<file path="config.mk">
export PLATFORM = sky130hd
export DESIGN_NAME = match_timer
export DESIGN_NICKNAME = d
export VERILOG_FILES = /design/src/rtl/match_timer_pkg.sv /design/src/rtl/match_timer_ctrl.sv /design/src/rtl/match_timer_dp.sv /design/src/rtl/match_timer.sv
export SDC_FILE = /design/constraint.sdc
export NUM_CORES = 1
export LEC_CHECK = 0
export BUFFER_PORTS_ARGS = -buffer_cell sky130_fd_sc_hd__buf_2
export CORE_UTILIZATION = 35
export CTS_BUF_LIST = sky130_fd_sc_hd__clkbuf_8
export DETAILED_ROUTE_END_ITERATION = 8
export GPL_ROUTABILITY_DRIVEN = 0
export GPL_TIMING_DRIVEN = 0
export PLACE_DENSITY = 0.56
export SYNTH_ARGS = -nofsm -noshare
export SYNTH_HDL_FRONTEND = slang
export SYNTH_HIERARCHICAL = 1
export SYNTH_SLANG_ARGS = --single-unit
</file>
<file path="constraint.sdc">
create_clock -name clk -period 1.67 [get_ports clk]
set_input_delay 0.2505 -clock clk [delete_from_list [all_inputs] [get_ports clk]]
set_output_delay 0.2505 -clock clk [all_outputs]
set_load 0.005 [all_outputs]
</file>
<file path="src/rtl/match_timer_pkg.sv">
package match_timer_pkg;
  localparam int CTRL_W = 4;
  localparam int FLAG_W = 4;

  localparam logic [1:0] ADDR_CNT  = 2'd0;
  localparam logic [1:0] ADDR_CMP  = 2'd1;
  localparam logic [1:0] ADDR_CTRL = 2'd2;
  localparam logic [1:0] ADDR_STAT = 2'd3;

  localparam int C_CLR   = 0;
  localparam int C_SPLIT = 1;
  localparam int C_CASC  = 2;
  localparam int C_EXT   = 3;

  localparam int F_OVF_HI = 0;
  localparam int F_OVF_LO = 1;
  localparam int F_MAT_HI = 2;
  localparam int F_MAT_LO = 3;

  typedef struct packed {
    logic              incLo;
    logic              incHi;
    logic              zeroLo;
    logic              zeroHi;
    logic [FLAG_W-1:0] setFlag;
  } tmrStrobe_t;
endpackage

</file>
<file path="src/rtl/match_timer_ctrl.sv">
module match_timer_ctrl
  import match_timer_pkg::*;
#(
  parameter int CNT_W       = 16,
  parameter int SYNC_STAGES = 2
) (
  input  logic              clk,
  input  logic              rst_n,
  input  logic              stopReq,
  input  logic              intTick,
  input  logic              extClk,
  input  logic [CNT_W-1:0]  cnt,
  input  logic [CNT_W-1:0]  cmp,
  input  logic [CTRL_W-1:0] ctrl,
  output tmrStrobe_t        strobe
);
  localparam int HALF = CNT_W / 2;

  logic [SYNC_STAGES-1:0] syncQ;
  logic                   prevQ;

  always_ff @(posedge clk) begin
    if (!rst_n) syncQ[0] <= 1'b0;
    else        syncQ[0] <= extClk;
  end

  for (genvar s = 1; s < SYNC_STAGES; s++) begin : gSync
    always_ff @(posedge clk) begin
      if (!rst_n) syncQ[s] <= 1'b0;
      else        syncQ[s] <= syncQ[s-1];
    end
  end

  always_ff @(posedge clk) begin
    if (!rst_n) prevQ <= 1'b0;
    else        prevQ <= syncQ[SYNC_STAGES-1];
  end

  logic extEdge, tick, hiTick;
  logic [HALF-1:0] lo, hi;
  logic loMax, hiMax, matchFull, matchLo, matchHi;

  assign extEdge   = syncQ[SYNC_STAGES-1] & ~prevQ;
  assign tick      = ~stopReq & (ctrl[C_EXT] ? extEdge : intTick);
  assign lo        = cnt[HALF-1:0];
  assign hi        = cnt[CNT_W-1:HALF];
  assign loMax     = &lo;
  assign hiMax     = &hi;
  assign matchFull = (cnt == cmp);
  assign matchLo   = (lo == cmp[HALF-1:0]);
  assign matchHi   = (hi == cmp[CNT_W-1:HALF]);
  assign hiTick    = ctrl[C_CASC] ? (tick & loMax) : tick;

  always_comb begin
    strobe = '0;
    strobe.incLo = tick;
    if (!ctrl[C_SPLIT]) begin
      strobe.incHi             = tick & loMax;
      strobe.zeroLo            = tick & matchFull & ctrl[C_CLR];
      strobe.zeroHi            = tick & matchFull & ctrl[C_CLR];
      strobe.setFlag[F_OVF_HI] = tick & loMax & hiMax;
      strobe.setFlag[F_MAT_HI] = tick & matchFull;
    end else begin
      strobe.incHi             = hiTick;
      strobe.zeroLo            = tick & matchLo & ctrl[C_CLR];
      strobe.zeroHi            = hiTick & matchHi & ctrl[C_CLR];
      strobe.setFlag[F_OVF_LO] = tick & loMax;
      strobe.setFlag[F_OVF_HI] = hiTick & hiMax;
      strobe.setFlag[F_MAT_LO] = tick & matchLo;
      strobe.setFlag[F_MAT_HI] = hiTick & matchHi;
    end
  end
endmodule

</file>
<file path="src/rtl/match_timer_dp.sv">
module match_timer_dp
  import match_timer_pkg::*;
#(
  parameter int CNT_W = 16
) (
  input  logic              clk,
  input  logic              rst_n,
  input  logic              stopReq,
  input  logic              wrEn,
  input  logic [1:0]        wrAddr,
  input  logic [CNT_W-1:0]  wrData,
  input  tmrStrobe_t        strobe,
  output logic [CNT_W-1:0]  cnt,
  output logic [CNT_W-1:0]  cmp,
  output logic [CTRL_W-1:0] ctrl,
  output logic [FLAG_W-1:0] status
);
  localparam int HALF = CNT_W / 2;

  logic wrOk;
  assign wrOk = wrEn & ~stopReq;

  logic [HALF-1:0] halfQ [2];
  logic [1:0] incV, zeroV;
  assign incV  = {strobe.incHi, strobe.incLo};
  assign zeroV = {strobe.zeroHi, strobe.zeroLo};

  for (genvar h = 0; h < 2; h++) begin : gHalf
    always_ff @(posedge clk) begin
      if (!rst_n)
        halfQ[h] <= '0;
      else if (wrOk && wrAddr == ADDR_CNT)
        halfQ[h] <= wrData[h*HALF +: HALF];
      else if (zeroV[h])
        halfQ[h] <= '0;
      else if (incV[h])
        halfQ[h] <= halfQ[h] + 1'b1;
    end
  end

  assign cnt = {halfQ[1], halfQ[0]};

  always_ff @(posedge clk) begin
    if (!rst_n) begin
      cmp    <= '1;
      ctrl   <= '0;
      status <= '0;
    end else begin
      if (wrOk && wrAddr == ADDR_CMP)  cmp  <= wrData;
      if (wrOk && wrAddr == ADDR_CTRL) ctrl <= wrData[CTRL_W-1:0];
      if (wrOk && wrAddr == ADDR_STAT)
        status <= (status & wrData[FLAG_W-1:0]) | strobe.setFlag;
      else
        status <= status | strobe.setFlag;
    end
  end
endmodule

</file>
<file path="src/rtl/match_timer.sv">
module match_timer
  import match_timer_pkg::*;
#(
  parameter int CNT_W       = 16,
  parameter int SYNC_STAGES = 2
) (
  input  logic              clk,
  input  logic              rst_n,
  input  logic              stopReq,
  input  logic              intTick,
  input  logic              extClk,
  input  logic              wrEn,
  input  logic [1:0]        wrAddr,
  input  logic [CNT_W-1:0]  wrData,
  output logic [CNT_W-1:0]  cntOut,
  output logic [CNT_W-1:0]  cmpOut,
  output logic [CTRL_W-1:0] ctrlOut,
  output logic [FLAG_W-1:0] statusOut
);
  tmrStrobe_t strobe;

  match_timer_ctrl #(.CNT_W(CNT_W), .SYNC_STAGES(SYNC_STAGES)) uCtrl (
    .clk(clk), .rst_n(rst_n), .stopReq(stopReq), .intTick(intTick),
    .extClk(extClk), .cnt(cntOut), .cmp(cmpOut), .ctrl(ctrlOut),
    .strobe(strobe)
  );

  match_timer_dp #(.CNT_W(CNT_W)) uDp (
    .clk(clk), .rst_n(rst_n), .stopReq(stopReq), .wrEn(wrEn),
    .wrAddr(wrAddr), .wrData(wrData), .strobe(strobe),
    .cnt(cntOut), .cmp(cmpOut), .ctrl(ctrlOut), .status(statusOut)
  );
endmodule

</file>
-- Word level (Yosys, flattened, before mapping)
Memories as Yosys holds them, arrays and structs flattened.
Index checks and enable logic that the tools add are counted.
- bits in registers: 27
- memory bits (writable): 16
- input bits: 24
- output and inout port bits: 40
- word-level logic and storage cells: 81
- memories kept: 1
- memories (memory ; depth ; bits a word ; rd ports ; clocked after memory_dff ; write ports ; line ; source):
    uDp.halfQ ; 2 ; 8 ; 2 ; 0 ; 2 ; match_timer_dp.sv:23 ; logic [HALF-1:0] halfQ [2];
- add/sub/neg operators: 2
- eq/ne operators: 6
- mux-type cells: 36
- bitwise operators: 23
- reduce and logical (&&, ||, !) cells: 7
- operator list (operator ; number):
    8-bit two-way mux ; 6
    1-bit two-way mux ; 28
    8-bit by 1-bit adder with 8-bit output (second input constant) ; 2
    16-bit equality test ; 1
    8-bit equality test ; 2
    8-bit AND reduction ; 2
    1-bit AND ; 12
    4-bit bitwise OR ; 2
    1-bit bitwise OR ; 6
    4-bit AND ; 1
    2-bit equality test (second input constant) ; 2
    1-bit logical AND ; 4
    4-bit two-way mux ; 1
    3-bit two-way mux ; 1
    2-bit by 1-bit equality test with 1-bit output (second input constant) ; 1
    2-bit logical NOT ; 1
    1-bit inverter ; 2

-- Depth between registers and ports, before layout
Gate-level depths: netlist of run 1.
- depth after elaboration: 15
- gate-level depth with buffers: 8
- mapped depth without buffers: 8

-- By module
The synthesis of run 1 kept the hierarchy.
- by module, submodules not included (module ; times used ; cells an instance ; area an instance (µm²) ; sequential area each (µm²)):
    match_timer_dp ; 1 ; 214 ; 1918.1 ; 960.9
    match_timer_ctrl ; 1 ; 48 ; 416.6 ; 60.1

-- Worst setup path after synthesis of run 1
Ideal clock, no wire load.
- path kind: reg-to-reg
- from: memory uDp/halfQ[1][0] (netlist name)
- to: memory uDp/halfQ[0][3] (netlist name), data pin
- setup time: 0.152 ns
- arrival time: 1.706 ns
- required time: 1.518 ns
- slack: -0.188 ns
- stages on the path, launching flop included: 8
- buffers on the path: 0
- period minus slack after synthesis: 1.858 ns
- cells stage by stage: edfxtp_1 -> xnor2_1 -> nand4_1 -> nor2_1 -> o211a_1 -> nand2b_1 -> or3b_1 -> o21ai_0
- RTL lines (element ; line):
    start: declaration ; match_timer_dp.sv:23

==> results of run 1 <==
==> power groups by stage <==
stage	registers (mW)	logic (mW)	clock network [mW]
6_report	1.18	0.349	0.834
5_1_grt	1.19	0.385	0.880
4_1_cts	1.18	0.337	0.847
3_5_place_dp	1.23	0.271	0
3_3_place_gp	1.23	0.270	0
2_1_floorplan	1.21	0.153	0
==> routing by layer <==
metal	vias up	wire length [um]
met1	1046	3220
li1	1101	-
met3	9	339
met5	-	0
met2	58	2970
met4	0	94
==> layout make-up <==
| type | count | area, sq um |
|---|---|---|
| Buffer | 12 | 63.8 |
| Clock buffer | 5 | 68.8 |
| Clock inverter | 3 | 43.8 |
| Fill cell | 644 | 3270 |
| Inverter | 3 | 11.3 |
| Multi-Input combinational cell | 204 | 1340 |
| Sequential cell | 43 | 1020 |
| Tap cell | 77 | 96.3 |
| Timing Repair Buffer | 84 | 473 |
==> synth_stat cells, drive strengths merged <==
library cell / count / area [sq um]
xnor2: 20 / 175
nand3: 33 / 165
mux2i: 5 / 50.1
or3b: 1 / 8.76
o211ai: 1 / 7.51
nand2: 41 / 154
o211a: 1 / 10.0
buf: 4 / 31.3
nand4: 10 / 62.6
nor3: 9 / 45.0
nand2b: 3 / 26.3
o21a: 3 / 22.5
edfxtp: 16 / 480
ha: 2 / 25.0
and3: 4 / 25.0
clkbuf: 8 / 32.5
dfxtp: 27 / 541
nand3b: 2 / 27.5
xor2: 4 / 35.0
o21ai: 14 / 70.1
a21oi: 10 / 61.3
nor2: 12 / 45.0
or3: 2 / 12.5
nor3b: 1 / 7.51
o2111a: 2 / 22.5
a21boi: 4 / 30.0
and3b: 2 / 17.5
inv: 3 / 11.3
nor2b: 12 / 75.1
nor4b: 2 / 32.5
and2: 4 / 25.0
==> how the worst min path moves through the flow <==
stage                              startpoint                        end  slack (ps)  depth (start not counted)
floorplan                               rst_n  uCtrl/syncQ[0]$_SDFF_PN0_         370                          1
global placement    uCtrl/syncQ[0]$_SDFF_PN0_  uCtrl/syncQ[1]$_SDFF_PN0_         420                          1
detailed placement  uCtrl/syncQ[0]$_SDFF_PN0_  uCtrl/syncQ[1]$_SDFF_PN0_         420                          1
CTS                                    extClk  uCtrl/syncQ[0]$_SDFF_PN0_         140                          2
global route                           extClk  uCtrl/syncQ[0]$_SDFF_PN0_         150                          2
finish                                 extClk  uCtrl/syncQ[0]$_SDFF_PN0_         150                          2
==> critical path: cells and delay by family (launching register included) <==
kind            cells  cell delay [ps]
xor+xnor            1              150
flops               1              450
simple gates        4              820
compound gates      2              340
==> repair_timing <==
action / CTS / global route
endpoints found under the hold margin: 0 / 0
pin swaps: 16 / 10
setup endpoints to repair: 33 / 34
resized for setup: 11 / 11
setup buffers: 17 / 4
hold buffers: 0 / 0
==> logic make-up (layout without fill, tap and decap cells) <==
group                      Yosys count  count (layout)  synth area share (%)
AOI/OAI and AO/OA                   35              35                  9.59
xor gates and xnor gates            24              24                  9.00
adders and majority gates            2               2                  1.07
buffers and inverters               15             107                  3.21
DFF                                 43              43                  43.7
muxes                                5               5                  2.14
and+or+nand+nor                    138             138                  31.2
==> flip-flops by register name (all words and copies together) (netlist names) <==
name	cells
uDp/cmp	16
uDp/halfQ	16
uDp/ctrl	4
uDp/status	4
uCtrl/syncQ	2
uCtrl/prevQ	1
==> placed cells by master, fill, tap and decap left out, drive strengths merged <==
| cell | count |
|---|---|
| a21boi | 4 |
| clkinv | 2 |
| inv | 3 |
| or3b | 1 |
| and3 | 4 |
| ha | 2 |
| xor2 | 4 |
| nand3 | 33 |
| edfxtp | 16 |
| or3 | 2 |
| mux2i | 5 |
| nand4 | 10 |
| nand3b | 2 |
| dfxtp | 27 |
| nand2 | 41 |
| nor2b | 12 |
| nand2b | 3 |
| buf | 88 |
| nor4b | 2 |
| bufinv | 1 |
| a21oi | 10 |
| and2 | 4 |
| o21a | 3 |
| o2111a | 2 |
| nor3 | 9 |
| xnor2 | 20 |
| nor2 | 12 |
| o211ai | 1 |
| and3b | 2 |
| o21ai | 14 |
| nor3b | 1 |
| o211a | 1 |
| clkbuf | 13 |
==> flow_summary.json, run 1 <==
{
  "status": "finished with violations",
  "violations": "setup timing",
  "ir_worst_vdd_mv": 0.372,
  "syn2layout_area_growth_pct": 33.5,
  "synth_nets": 288,
  "clockPowerShare_pct": 35.3,
  "die_w_um": 83.7,
  "grt_max_degree": 15,
  "clk_pin_slew_ps": 90,
  "drv_cap": 0,
  "clk_latency_ps": 300,
  "end_kind": "register",
  "use_met3_pct": 3.86,
  "cp_max_fo": 7,
  "worst_ep_arrival_time_ps": 2080,
  "grt_overflow_total": 0,
  "max_stage_delay_ps": 450,
  "antenna_cells": 0,
  "grt.met1_usage_pct": 27.2,
  "track_usage_pct": 19.7,
  "ys_seq_area_share_pct": 43.7,
  "tightest_slew_ps": 648,
  "fmax_mhz": 523,
  "r2r-start": "uDp/halfQ[1][5]$_SDFFCE_PN0P_",
  "final.setup.tns_ps": -4590,
  "fin_skew_ps": 5.90,
  "maxSlewViolCount": 0,
  "preCtsSetupSlack_ps": -455,
  "cts_buffers": 5,
  "ant_nets": 0,
  "grt_pass1_vias": 2152,
  "drive_above_1_share_pct": 35.3,
  "critPathKind": "reg -> reg",
  "reg2regPathDepth": 7,
  "clk_path_buf_depth": 2,
  "critPathRequiredTime_ps": 1830,
  "fp.dieH_um": 83.7,
  "min_period_ps": 1910,
  "final_cells": 431,
  "rows": 29,
  "met2_usage_pct": 31.0,
  "power.density_mw_per_mm2": 758,
  "antenna_found_initial": 0,
  "root_buffer": "clkbuf_8",
  "syn_area_sq_mm": 0.00233,
  "setup_ws_ps": -241,
  "syn_inst": 262,
  "setup.worst_path.start_class": "register",
  "fin_total_pwr_mw": 2.36,
  "rrSetupSlack_ps": -240,
  "vias_per_cell": 5.14,
  "power.switching_mw": 0.614,
  "hold_class": "in -> reg",
  "max_slew_margin_pct": 56.6,
  "placed_area_sq_mm": 0.00278,
  "post-place-cells": 402,
  "place_hpwl_um": 4790,
  "core-area_sq_mm": 0.00639,
  "final_util_pct": 48.8,
  "endpoint": "uDp/halfQ[0][7]$_DFFE_PP_",
  "fin_nets": 379,
  "cts.htree.levels": 2,
  "drc": 0,
  "cts.sinks": 43,
  "final_cell_area_sq_mm": 0.00312,
  "rsz0062_at_grt": "true",
  "io_buffers": 63,
  "pin_count": 64,
  "cpMaxStageDelayCell": "edfxtp_1",
  "setup_violations": 31,
  "wl_um": 6620,
  "drt_pre_antenna_iters": 4,
  "p_leak_nw": 1.35,
  "dieArea_sq_mm": 0.00700,
  "synth_cell_types": 39,
  "cts_tree": "yes",
  "initial_core_util_pct": 36.6,
  "setup.worst_path.start": "uDp/halfQ[1][5]$_SDFFCE_PN0P_",
  "synth_seq_cells": 43,
  "hold_viol": 0,
  "finalHoldWorstSlack_ps": 149,
  "drt_iter0_drc": 96,
  "r2r-end": "uDp/halfQ[0][7]$_DFFE_PP_",
  "p_int_mw": 1.75,
  "ys.warnings.count": 6,
  "pwr-share-comb_pct": 14.8,
  "busiest_layer": "met2",
  "syn_avg_cell_area_sq_um": 8.91,
  "fin_crit_sh_pct": 114,
  "crit_chain": "xnor2_1, nand4_1, nor2_4, o211a_1, nand2b_4, or3b_4, o21ai_1",
  "vias": 2214,
  "p_sw_share_pct": 26.0,
  "wl_per_cell_um": 15.4,
  "grt_pass1_wl_um": 10800,
  "p_seq_share_pct": 49.9
}
(Power assumes the default switching activity.)
==> run 2: changes to the inputs <==
--- a/config.mk
+++ b/config.mk
@@ -6,12 +6,14 @@
 export NUM_CORES = 1
 export LEC_CHECK = 0
 export BUFFER_PORTS_ARGS = -buffer_cell sky130_fd_sc_hd__buf_2
+export CELL_PAD_IN_SITES_DETAIL_PLACEMENT = 1
+export CELL_PAD_IN_SITES_GLOBAL_PLACEMENT = 1
 export CORE_UTILIZATION = 35
 export CTS_BUF_LIST = sky130_fd_sc_hd__clkbuf_8
 export DETAILED_ROUTE_END_ITERATION = 8
 export GPL_ROUTABILITY_DRIVEN = 0
 export GPL_TIMING_DRIVEN = 0
-export PLACE_DENSITY = 0.56
+export PLACE_DENSITY = 0.73
 export SYNTH_ARGS = -nofsm -noshare
 export SYNTH_HDL_FRONTEND = slang
 export SYNTH_HIERARCHICAL = 1
==> flow_summary.json, run 2 (synthesis results as in run 1) <==
{
  "end_kind": "register",
  "drt_pre_antenna_iters": 4,
  "mostFrequentLayoutCells": "64 x buf_2, 41 x nand2_1, 32 x nand3_1",
  "min_period_ps": 1930,
  "fin_total_pwr_mw": 2.55,
  "dieArea_sq_mm": 0.00700,
  "placed_area_sq_mm": 0.00278,
  "die_w_um": 83.7,
  "rows": 29,
  "hold_viol": 0,
  "root_buffer": "clkbuf_8",
  "maxSlewViolCount": 0,
  "worst_ep_arrival_time_ps": 2000,
  "critPathKind": "reg -> reg",
  "postCtsHoldBufs": 0,
  "drt_iter0_drc": 87,
  "hold_class": "in -> reg",
  "setup_ws_ps": -265,
  "setup.worst_path.start_class": "register",
  "status": "finished with violations",
  "vias": 2367,
  "wl_um": 7970,
  "final_util_pct": 51.5,
  "antenna_cells": 0,
  "drive_above_1_share_pct": 38.5,
  "finalHoldWorstSlack_ps": 156,
  "syn2layout_area_growth_pct": 41.0,
  "grt_overflow_total": 0,
  "rsz0062_at_grt": "true",
  "cts_buffers": 5,
  "drv_cap": 0,
  "p_seq_share_pct": 46.2,
  "ir_worst_vdd_mv": 0.688,
  "layout_commonest_cell": "buf_2",
  "cts.htree.levels": 2,
  "grt_pass1_vias": 2419,
  "top_regs": "uDp/cmp: 16 flops, uDp/halfQ: 16 flops",
  "initial_core_util_pct": 36.6,
  "preCtsSetupSlack_ps": -404,
  "power.switching_mw": 0.630,
  "power.density_mw_per_mm2": 774,
  "p_sw_share_pct": 24.7,
  "clockPowerShare_pct": 38.1,
  "cp_max_fo": 4,
  "max_slew_margin_pct": 51.1,
  "final_cells": 443,
  "fp.dieH_um": 83.7,
  "p_int_mw": 1.92,
  "final.setup.tns_ps": -7120,
  "clk_pin_slew_ps": 90,
  "fin_nets": 391,
  "pwr-share-comb_pct": 15.7,
  "fin_skew_ps": 12.2,
  "tightest_slew_ps": 730,
  "final_cell_area_sq_mm": 0.00329,
  "post-place-cells": 402,
  "clk_latency_ps": 310,
  "pin_count": 64,
  "setup_violations": 34,
  "fin_crit_sh_pct": 116,
  "vias_per_cell": 5.34,
  "drc": 0,
  "clk_path_buf_depth": 2,
  "p_leak_nw": 1.49,
  "critPathRequiredTime_ps": 1740,
  "track_usage_pct": 22.9,
  "fmax_mhz": 517,
  "place_hpwl_um": 5390,
  "grt_max_degree": 14,
  "io_buffers": 63,
  "core-area_sq_mm": 0.00639,
  "grt_pass1_wl_um": 12600,
  "wl_per_cell_um": 18.0,
  "cts.sinks": 43,
  "violations": "setup timing",
  "ant_nets": 0,
  "cts_tree": "yes",
  "antenna_found_initial": 0
}
-- run 2: cell count changes in the layout (fill, tap and decap cells not counted), moves of 3 or more --
cell,change
xnor2_2,+5
buf_4,+8
xnor2_1,-5
o21ai_1,+4
o21ai_2,-3
buf_6,+4
-- run 2: cell type report --
cell class              instances  area (sq um)
fillers                       794          3090
multi-input cells             204          1390
flip-flops and latches         43          1020
repair buffers                 96           578
well taps                      77          96.3
clock buffers                   5          68.8
clock inverters                 3          63.8
plain buffers                  12          63.8
inverters                       3          11.3
-- run 2: repair_timing --
action | in CTS | in global routing
pin swaps | 13 | 13
gates cloned | 0 | 0
setup buffers | 27 | 7
gates resized for setup | 16 | 19
setup endpoints to repair | 35 | 35
-- run 2: worst paths after layout --
| check | start | endpoint | slack, ps | cells after the start |
|---|---|---|---|---|
| setup / recovery | uDp/halfQ[0][7]$_DFFE_PP_ | uDp/halfQ[1][3]$_SDFFCE_PN0P_ | -260 | 9 |
| hold / removal | extClk | uCtrl/syncQ[0]$_SDFF_PN0_ | 160 | 2 |
| hold reg to reg | uCtrl/syncQ[0]$_SDFF_PN0_ | uCtrl/syncQ[1]$_SDFF_PN0_ | 440 | 1 |
| setup reg to reg | uDp/halfQ[0][7]$_DFFE_PP_ | uDp/halfQ[1][3]$_SDFFCE_PN0P_ | -260 | 9 |
-- run 2: critical path: stages (launching register included) --
cell      delay [ps]
edfxtp_1         460
xnor2_1          230
nand4_1          190
nor2_4           180
o2111a_1         220
buf_4            130
buf_6             90
nor2b_4           30
nand3_2          100
o21ai_1           80
-- run 2: layer usage --
metal  vias up  global-route usage (%)  part of all wire (%)
met3        13                    4.35                   4.6
met4         0                    6.93                   1.7
met5         -                       0                     0
met2        63                    38.5                    49
met1      1164                    29.9                    45
li1       1127                       -                     -
-- run 2: power groups by stage --
stage               Sequential, mW  Clock, mW  Combinational [mW]
floorplan                     1.21          0               0.153
global placement              1.22          0               0.277
detailed placement            1.23          0               0.283
CTS                           1.17      0.975               0.374
global route                  1.18       1.04               0.432
finish                        1.18      0.970               0.401
